===== config.mk =====
export PLATFORM = sky130hd
export DESIGN_NAME = dbg_vector_ctl
export DESIGN_NICKNAME = d
export VERILOG_FILES = /design/src/rtl/dbgv_pkg.sv /design/src/rtl/dbgv_trig_seq.sv /design/src/rtl/dbgv_vec_sel.sv /design/src/rtl/dbgv_emu_ctl.sv /design/src/rtl/dbg_vector_ctl.sv
export SDC_FILE = /design/constraint.sdc
export NUM_CORES = 1
export LEC_CHECK = 0
export BUFFER_PORTS_ARGS = -buffer_cell sky130_fd_sc_hd__buf_4
export CAP_MARGIN = 20
export CORE_UTILIZATION = 30
export DETAILED_ROUTE_END_ITERATION = 16
export PLACE_DENSITY = 0.75
export SLEW_MARGIN = 20
export SYNTH_ARGS = -nofsm -noshare
export SYNTH_HDL_FRONTEND = slang
export SYNTH_SLANG_ARGS = --single-unit

===== constraint.sdc =====
create_clock -name clk -period 1.7 [get_ports clk]
set_input_delay 0.085 -clock clk [delete_from_list [all_inputs] [get_ports clk]]
set_output_delay 0.085 -clock clk [all_outputs]
set_load 0.02 [all_outputs]

===== src/rtl/dbgv_pkg.sv =====
package dbgv_pkg;

  typedef enum logic [1:0] {
    TRIG_OFF  = 2'd0,
    TRIG_ONE  = 2'd1,
    TRIG_TWO  = 2'd2,
    TRIG_RSVD = 2'd3
  } trig_mode_e;

  typedef enum logic [1:0] {
    SEQ_IDLE  = 2'd0,
    SEQ_ARMED = 2'd1,
    SEQ_SPENT = 2'd2
  } seq_state_e;

  localparam int SEL_PC   = 0;
  localparam int SEL_ADDR = 1;

  // true when a level's source mask accepts one of this cycle's strobes
  function automatic logic level_match(input logic [1:0] sel,
                                       input logic pc, input logic addr);
    return (sel[SEL_PC] & pc) | (sel[SEL_ADDR] & addr);
  endfunction

  // the non-PC vector wins whenever an enabled address strobe takes part
  function automatic logic addr_cause(input logic [1:0] sel, input logic addr);
    return sel[SEL_ADDR] & addr;
  endfunction

endpackage


===== src/rtl/dbgv_trig_seq.sv =====
module dbgv_trig_seq
  import dbgv_pkg::*;
(
  input  logic       clk,
  input  logic       rst,
  input  logic [1:0] cfg_mode,
  input  logic [1:0] cfg_l1_sel,
  input  logic [1:0] cfg_l2_sel,
  input  logic       cfg_load,
  input  logic       pc_hit,
  input  logic       addr_hit,
  output logic       fire,
  output logic       fire_by_addr,
  output logic       armed
);

  seq_state_e st_q, st_d;
  logic       l1_ev, l2_ev;

  assign l1_ev = level_match(cfg_l1_sel, pc_hit, addr_hit);
  assign l2_ev = level_match(cfg_l2_sel, pc_hit, addr_hit);
  assign armed = (st_q == SEQ_ARMED);

  always_comb begin
    st_d         = st_q;
    fire         = 1'b0;
    fire_by_addr = 1'b0;
    if (cfg_load) begin
      st_d = SEQ_IDLE;
    end else begin
      case (st_q)
        SEQ_IDLE: begin
          if (cfg_mode == TRIG_ONE && l1_ev) begin
            fire         = 1'b1;
            fire_by_addr = addr_cause(cfg_l1_sel, addr_hit);
            st_d         = SEQ_SPENT;
          end else if (cfg_mode == TRIG_TWO && l1_ev) begin
            st_d = SEQ_ARMED;
          end
        end
        SEQ_ARMED: begin
          if (cfg_mode == TRIG_TWO && l2_ev) begin
            fire         = 1'b1;
            fire_by_addr = addr_cause(cfg_l2_sel, addr_hit);
            st_d         = SEQ_SPENT;
          end
        end
        default: st_d = st_q;
      endcase
    end
  end

  always_ff @(posedge clk) begin
    if (rst) st_q <= SEQ_IDLE;
    else     st_q <= st_d;
  end

  // disabled modes never fire
  assert_off_silent_R7: assert property (@(posedge clk) disable iff (rst)
    (cfg_mode == TRIG_OFF || cfg_mode == TRIG_RSVD) |-> !fire);

  // the arming event of a two-level trigger does not fire
  assert_arm_no_fire_R3: assert property (@(posedge clk) disable iff (rst)
    (st_q == SEQ_IDLE && cfg_mode == TRIG_TWO) |-> !fire);

  // after firing, the sequencer waits for a reload
  assert_spent_holds_R6: assert property (@(posedge clk) disable iff (rst)
    (fire && !cfg_load) |=> !fire);

endmodule


===== src/rtl/dbgv_vec_sel.sv =====
module dbgv_vec_sel #(
  parameter int VEC_W     = 8,
  parameter int VEC_PC    = 13,
  parameter int VEC_NONPC = 12,
  localparam int OFS_W    = VEC_W + 2
) (
  input  logic             clk,
  input  logic             rst,
  input  logic             fire,
  input  logic             fire_by_addr,
  output logic             req,
  output logic [VEC_W-1:0] vec,
  output logic [OFS_W-1:0] vec_ofs
);

  function automatic logic [OFS_W-1:0] vec_to_ofs(input logic [VEC_W-1:0] v);
    return {v, 2'b00};
  endfunction

  logic [VEC_W-1:0] vec_q;
  logic             req_q;

  always_ff @(posedge clk) begin
    if (rst) begin
      req_q <= 1'b0;
      vec_q <= '0;
    end else begin
      req_q <= fire;
      if (fire) vec_q <= fire_by_addr ? VEC_W'(VEC_NONPC) : VEC_W'(VEC_PC);
    end
  end

  assign req     = req_q;
  assign vec     = vec_q;
  assign vec_ofs = vec_to_ofs(vec_q);

  // an address-caused fire (including ties) yields the non-PC vector
  assert_tie_nonpc_R5: assert property (@(posedge clk) disable iff (rst)
    (fire && fire_by_addr) |=> (vec == VEC_W'(VEC_NONPC)));

  // a PC-only fire yields the PC vector
  assert_pc_vector_R2: assert property (@(posedge clk) disable iff (rst)
    (fire && !fire_by_addr) |=> (vec == VEC_W'(VEC_PC)));

  // the vector is stable in the cycle after a request
  assert_vec_stable_R6: assert property (@(posedge clk) disable iff (rst)
    (req && !fire) |=> $stable(vec));

endmodule


===== src/rtl/dbgv_emu_ctl.sv =====
module dbgv_emu_ctl #(
  parameter int          FRAME_W   = 32,
  parameter int          FS1_BIT   = 17,
  parameter int          PST_W     = 4,
  parameter logic [3:0]  PST_DEBUG = 4'hD
) (
  input  logic               clk,
  input  logic               rst,
  input  logic               exc_taken,
  input  logic               exc_debug,
  input  logic               rte,
  input  logic [FRAME_W-1:0] rte_frame,
  output logic               emu_mode,
  output logic               stk_fs1,
  output logic [PST_W-1:0]   pst
);

  logic             emu_q, fs1_q;
  logic [PST_W-1:0] pst_q;
  logic             enter_dbg, leave_exc, restore_bit, do_rte;
  logic             unused_frame_bits;

  assign enter_dbg   = exc_taken & exc_debug;
  assign leave_exc   = exc_taken & ~exc_debug;
  assign do_rte      = rte & ~exc_taken;
  assign restore_bit = rte_frame[FS1_BIT];
  assign unused_frame_bits = ^{rte_frame[FRAME_W-1:FS1_BIT+1], rte_frame[FS1_BIT-1:0]};

  always_ff @(posedge clk) begin
    if (rst) begin
      emu_q <= 1'b0;
      fs1_q <= 1'b0;
      pst_q <= '0;
    end else begin
      pst_q <= '0;
      if (exc_taken) begin
        fs1_q <= emu_q;
        emu_q <= exc_debug;
        if (exc_debug) pst_q <= PST_W'(PST_DEBUG);
      end else if (rte) begin
        emu_q <= restore_bit;
        if (restore_bit) pst_q <= PST_W'(PST_DEBUG);
      end
    end
  end

  assign emu_mode = emu_q;
  assign stk_fs1  = fs1_q;
  assign pst      = pst_q;

  // debug entry sets emulator mode
  assert_enter_sets_R8: assert property (@(posedge clk) disable iff (rst)
    enter_dbg |=> emu_mode);

  // a nonzero status code only appears while in emulator mode
  assert_pst_in_emu_R8: assert property (@(posedge clk) disable iff (rst)
    (pst != '0) |-> emu_mode);

  // a non-debug exception leaves emulator mode and saves the old flag
  assert_exc_save_R9: assert property (@(posedge clk) disable iff (rst)
    leave_exc |=> (!emu_mode && stk_fs1 == $past(emu_mode)));

  // return restores the flag from the stacked bit
  assert_rte_restore_R10: assert property (@(posedge clk) disable iff (rst)
    do_rte |=> (emu_mode == $past(restore_bit)));

endmodule


===== src/rtl/dbg_vector_ctl.sv =====
module dbg_vector_ctl
  import dbgv_pkg::*;
#(
  parameter int         VEC_W     = 8,
  parameter int         VEC_PC    = 13,
  parameter int         VEC_NONPC = 12,
  parameter int         FRAME_W   = 32,
  parameter int         FS1_BIT   = 17,
  parameter int         PST_W     = 4,
  parameter logic [3:0] PST_DEBUG = 4'hD,
  localparam int        OFS_W     = VEC_W + 2
) (
  input  logic               clk,
  input  logic               rst,
  input  logic               pc_hit,
  input  logic               addr_hit,
  input  logic [1:0]         cfg_mode,
  input  logic [1:0]         cfg_l1_sel,
  input  logic [1:0]         cfg_l2_sel,
  input  logic               cfg_load,
  input  logic               exc_taken,
  input  logic               exc_debug,
  input  logic               rte,
  input  logic [FRAME_W-1:0] rte_frame,
  output logic               dbg_req,
  output logic [VEC_W-1:0]   dbg_vec,
  output logic [OFS_W-1:0]   dbg_vec_ofs,
  output logic               emu_mode,
  output logic               stk_fs1,
  output logic [PST_W-1:0]   pst
);

  logic seq_fire, seq_by_addr, seq_armed;

  dbgv_trig_seq u_seq (
    .clk          (clk),
    .rst          (rst),
    .cfg_mode     (cfg_mode),
    .cfg_l1_sel   (cfg_l1_sel),
    .cfg_l2_sel   (cfg_l2_sel),
    .cfg_load     (cfg_load),
    .pc_hit       (pc_hit),
    .addr_hit     (addr_hit),
    .fire         (seq_fire),
    .fire_by_addr (seq_by_addr),
    .armed        (seq_armed)
  );

  dbgv_vec_sel #(
    .VEC_W     (VEC_W),
    .VEC_PC    (VEC_PC),
    .VEC_NONPC (VEC_NONPC)
  ) u_vec (
    .clk          (clk),
    .rst          (rst),
    .fire         (seq_fire),
    .fire_by_addr (seq_by_addr),
    .req          (dbg_req),
    .vec          (dbg_vec),
    .vec_ofs      (dbg_vec_ofs)
  );

  dbgv_emu_ctl #(
    .FRAME_W   (FRAME_W),
    .FS1_BIT   (FS1_BIT),
    .PST_W     (PST_W),
    .PST_DEBUG (PST_DEBUG)
  ) u_emu (
    .clk       (clk),
    .rst       (rst),
    .exc_taken (exc_taken),
    .exc_debug (exc_debug),
    .rte       (rte),
    .rte_frame (rte_frame),
    .emu_mode  (emu_mode),
    .stk_fs1   (stk_fs1),
    .pst       (pst)
  );

  // the request is a single-cycle pulse
  assert_req_pulse_R6: assert property (@(posedge clk) disable iff (rst)
    dbg_req |=> !dbg_req);

  // a request never coexists with a still-armed sequencer
  assert_req_not_armed_R3: assert property (@(posedge clk) disable iff (rst)
    dbg_req |-> !seq_armed);

  // the offset tracks the vector number in steps of four bytes
  assert_ofs_scale_R11: assert property (@(posedge clk) disable iff (rst)
    dbg_req |-> (dbg_vec_ofs[1:0] == 2'b00 && dbg_vec_ofs[OFS_W-1:2] == dbg_vec));

endmodule


# [Word level (Yosys, flattened, before mapping)]
# Index checks and enable logic that the tools add are counted.
[word_totals] reg_bits=17 latch_bits=0 mem_bits_rw=0 mem_bits_ro=0 inputBits=46 out_inout_bits=25 wordCells=44 n_memories=0
[classes] n_addsub=0 n_mul=0 div=0 magnitude_cmp=0 eq_ne=5 shift=0 mux=19 bitwise_logic=6 reduce_logical=8
[op_table] cell="$mux 4" n=4
[op_table] cell="$mux 1" n=9
[op_table] cell="$mux 2" n=3
[op_table] cell="$and 1x1->1" n=4
[op_table] cell="$eq 2x1->1 const B" n=2
[op_table] cell="$pmux 1 s2" n=2
[op_table] cell="$pmux 2 s2" n=1
[op_table] cell="$reduce_bool 2->1" n=2
[op_table] cell="$logic_and 1x1->1" n=3
[op_table] cell="$ne 3x1->1 const B" n=1
[op_table] cell="$reduce_and 3->1" n=1
[op_table] cell="$eq 2x2->1 const B" n=1
[op_table] cell="$logic_not 2->1" n=1
[op_table] cell="$ne 2x1->1 const B" n=1
[op_table] cell="$or 1x1->1" n=2
[op_table] cell="$reduce_or 2->1" n=1

# [Depth between registers and ports, before layout]
[depth] depth_word=7 depth_mapped=3

# [Cells and area by module]
# Synthesis repeated with hierarchy kept, for this count alone.
[hier_totals] hier_cells=58 area_unflattened_um2=524.3
[modules_own_cells] module="dbgv_vec_sel" instances=1 cells_per_inst=25 area_per_inst_um2=209.0 seq_area_each_um2=60.1
[modules_own_cells] module="dbgv_trig_seq" instances=1 cells_per_inst=17 area_per_inst_um2=166.4 seq_area_each_um2=40.0
[modules_own_cells] module="dbgv_emu_ctl" instances=1 cells_per_inst=16 area_per_inst_um2=148.9 seq_area_each_um2=60.1

# [Worst setup path after synthesis]
# Ideal clock, no wire load.
[synth_path] path_type="reg2reg" startpoint="register u_seq.st_q[0]" endpoint="register u_vec.vec_q[0], in the netlist u_vec.vec[0]" setup_time_ns=0.100 arrival_ns=1.074 t_required_ns=1.600 path_slack_ns=0.527 stages_incl_launch_ff=4 n_path_buf=0 period_less_slack_ns=1.173 path_cell_list="dfxtp_1 -> and4bb_1 -> o211a_1 -> a2111oi_4"
[synth_between] elab_chain_cells=4 word_cells_on_any_way=7 cone_classes="eq/ne: 1; mux: 5; reduce/logical: 1"
[synth_lines] element="from (decl)" line="dbgv_trig_seq.sv:17" rtl="seq_state_e st_q, st_d;"
[synth_lines] element="from (signal assigned)" line="dbgv_trig_seq.sv:55" rtl="else st_q <= st_d;"
[synth_lines] element="$eq 2x1->1 / $logic_not 2->1 (equally long branches)"
[synth_lines] element="$pmux 1 s2" line="dbgv_trig_seq.sv:31" rtl="case (st_q)"
[synth_lines] element="$mux 1" line="dbgv_trig_seq.sv:28" rtl="if (cfg_load) begin"
[synth_lines] element="$mux 1" line="dbgv_vec_sel.sv:29" rtl="if (fire) vec_q <= fire_by_addr ? VEC_W'(VEC_NONPC) : VEC_W'(VEC_PC);"
[synth_lines] element="to (signal assigned)" line="dbgv_vec_sel.sv:29"
[synth_lines] element="to (decl)" line="dbgv_vec_sel.sv:20" rtl="logic [VEC_W-1:0] vec_q;"
# Several ways; a longest one is shown, not always the timed one.
# A chain may end at the register's enable or synchronous reset.

# [Worst setup path after layout]
# Same ends and word-level chain as after synthesis.

==> run_results.csv <==
group,metric,value,unit
outcome,status,"complete, but fails checks",
outcome,failed_checks,"DRC",
layout,final_area,685.7,um^2
worst_setup_path,cp.required,1.85,ns
yosys,synth_cells,56,
grt,grt_overflow_total,0,
worst_setup_path,path_class,"reg2reg",
yosys,ys_types,24,
floorplan,core_area,1594,um^2
pwr,power.density,681.0,nW/um^2
yosys,synth_edf_count,0,
clock_network,tritoncts,"yes",
floorplan,die-area,1958,um^2
yosys,ys_seq_area_share,29.91,%
drt,antenna_left,0,
clock_network,insertion_delay,0.25,ns
yosys,synth_flop_cell,"dfxtp_1",
sta,maxSlewViolCount,0,
floorplan,pin_count,71,
worst_setup_path,critPathLaunchType,"register",
clock_network,cts_root_buffer,"clkbuf_4",
drt,post_drt_wl_per_cell,9.275,um
sta,skew,0.0008386,ns
floorplan,num_rows,14,
layout,mostFrequentLayoutCell,"buf_4",
drt,num_vias,431,
layout,area_growth_syn_to_layout,28.04,%
worst_setup_path,crit_path_max_fanout,5,
drt,first_iter_violations,5,
yosys,synth_area,535.5,um^2
worst_setup_path,cp_data_arrival_time,1.42,ns
sta,finalHoldViolations,0,
grt,grt_max_degree,9,
clock_network,clk_pin_slew,0.05,ns
layout,layout_common_cells,"buf_4 (26), conb_1 (13), dfxtp_1 (8), nor2_1 (4), clkbuf_4 (3)",
sta,whs,0.02942,ns
clock_network,cts_sinks,8,
sta,rsz0062_at_grt,"no",
yosys,syn_area_per_cell,9.563,um^2
clock_network,cts_resized,0,
sta,period_needed,1.269,ns
drt,first_pass_iters,9,
layout,drive_gt1_share,39.74,%
placement,place_congestion,0.7957,
floorplan,start_util,33.59,%
sta,fin_crit_sh,74.67,%
sta,setup_viol,0,
drt,via_per_inst,4.225,
worst_setup_path,slowest_delay,0.40,ns
layout,final_util,43.01,%
clock_network,htreeDepth,1,
grt,grt_pass1_vias,382,
grt,grt_pass1_wl,1421,um
pwr,ir_drop,258.1,uV
grt,antenna_found_initial,0,
placement,place_area,663.1,um^2
pwr,power,0.4669,mW
worst_setup_path,worst_path_max_delay_cell,"dfxtp_1",
drt,wirelength,946,um
layout,antenna_cells,0,
worst_setup_path,crit_chain,"and4bb_1, o211a_1, a2111oi_4",
grt,grt_use_total,9.764,%
yosys,synth_seq_cells,8,
pwr,leakagePower,0.3333,nW
yosys,synthArstFlopShare,0,%
sta,fmax,787.8,MHz
clock_network,holdBufCountCts,0,
clock_network,cts_inserted_buffers,3,
floorplan,die_h,44.25,um
placement,dpl.hpwl,809.9,um
floorplan,die_x,44.25,um
clock_network,clk_path_buf_depth,2,
yosys,yosysWarningCount,0,
drt,drc,2,
run,max_cap_violations,0,
sta,setup_tns,0,ns
min_path,hold_class,"in2reg",
placement,portBuffers,26,
worst_setup_path,end_kind,"register",
layout,nets,126,
clock_network,cts_setup_buffers,0,
[stage by stage]
step	setup slack, ns	instances
after detailed placement	0.4364	99
after global routing	0.3705	102
after floorplan	0.5265	68
after global placement	0.4638	99
final	0.4306	102
after CTS	0.4271	102
[cell families after synthesis]
group                     synth area share (%)
buffers and inverters                    28.04
and+or+nand+nor                          17.75
DFF                                      29.91
other                                   0.7003
xor gates and xnor gates                 1.636
muxes                                    1.869
AOI/OAI and AO/OA                        20.09
[Yosys cell counts (2+ instances only)]
cell type,n,area (um^2)
nor2_1,4,15.01
nand2b_1,2,12.51
nand3b_1,2,15.01
inv_1,2,7.510
a22oi_1,2,15.01
buf_4,19,142.6
dfxtp_1,8,160.2
[cell type report]
cell class,count,area [um^2]
Sequential cell,8,160.2
Clock buffer,3,22.52
Timing Repair Buffer,26,195.2
Multi-Input combinational cell,39,270.3
Fill cell,161,908.4
Inverter,2,7.507
Tap cell,24,30.03
[state kept, by name, summed over array words and instances (netlist names)]
register and count:
u_vec.vec 2, u_seq.st_q 2, u_emu.emu_mode 1, u_emu.pst 1, u_emu.stk_fs1 1, u_vec.req 1
[where the power goes]
part           switching, mW  internal (mW)  total (mW)
sequential           0.00668          0.195       0.202
clock                 0.0610         0.0805       0.142
combinational         0.0707         0.0525       0.123
total                  0.138          0.328       0.467
[path summary, 6_finish.rpt]
| check | from | endpoint | cells after the start | slack [ns] |
|---|---|---|---|---|
| hold reg to reg | u_emu.stk_fs1 | u_emu.stk_fs1 | 2 | 0.51 |
| setup / recovery | u_seq.st_q[0] | u_vec.vec[0] | 3 | 0.43 |
| setup reg to reg | u_seq.st_q[0] | u_vec.vec[0] | 3 | 0.43 |
| hold / removal | cfg_load | u_vec.req | 2 | 0.03 |
[layer usage]
layer  global-route usage (%)  wire (um)  up-vias
met4                    8.485         27        0
met2                    16.76        505       17
met3                    1.224         45        4
met1                    10.42        367      197
met5                        0          0        -
li1                         -          -      213
[worst max-delay path, delay by kind of cell, from the launching register on]
family          cells  cell delay [ns]
simple gates        1             0.21
flops               1             0.40
compound gates      2             0.56
(Power assumes the default switching activity.)
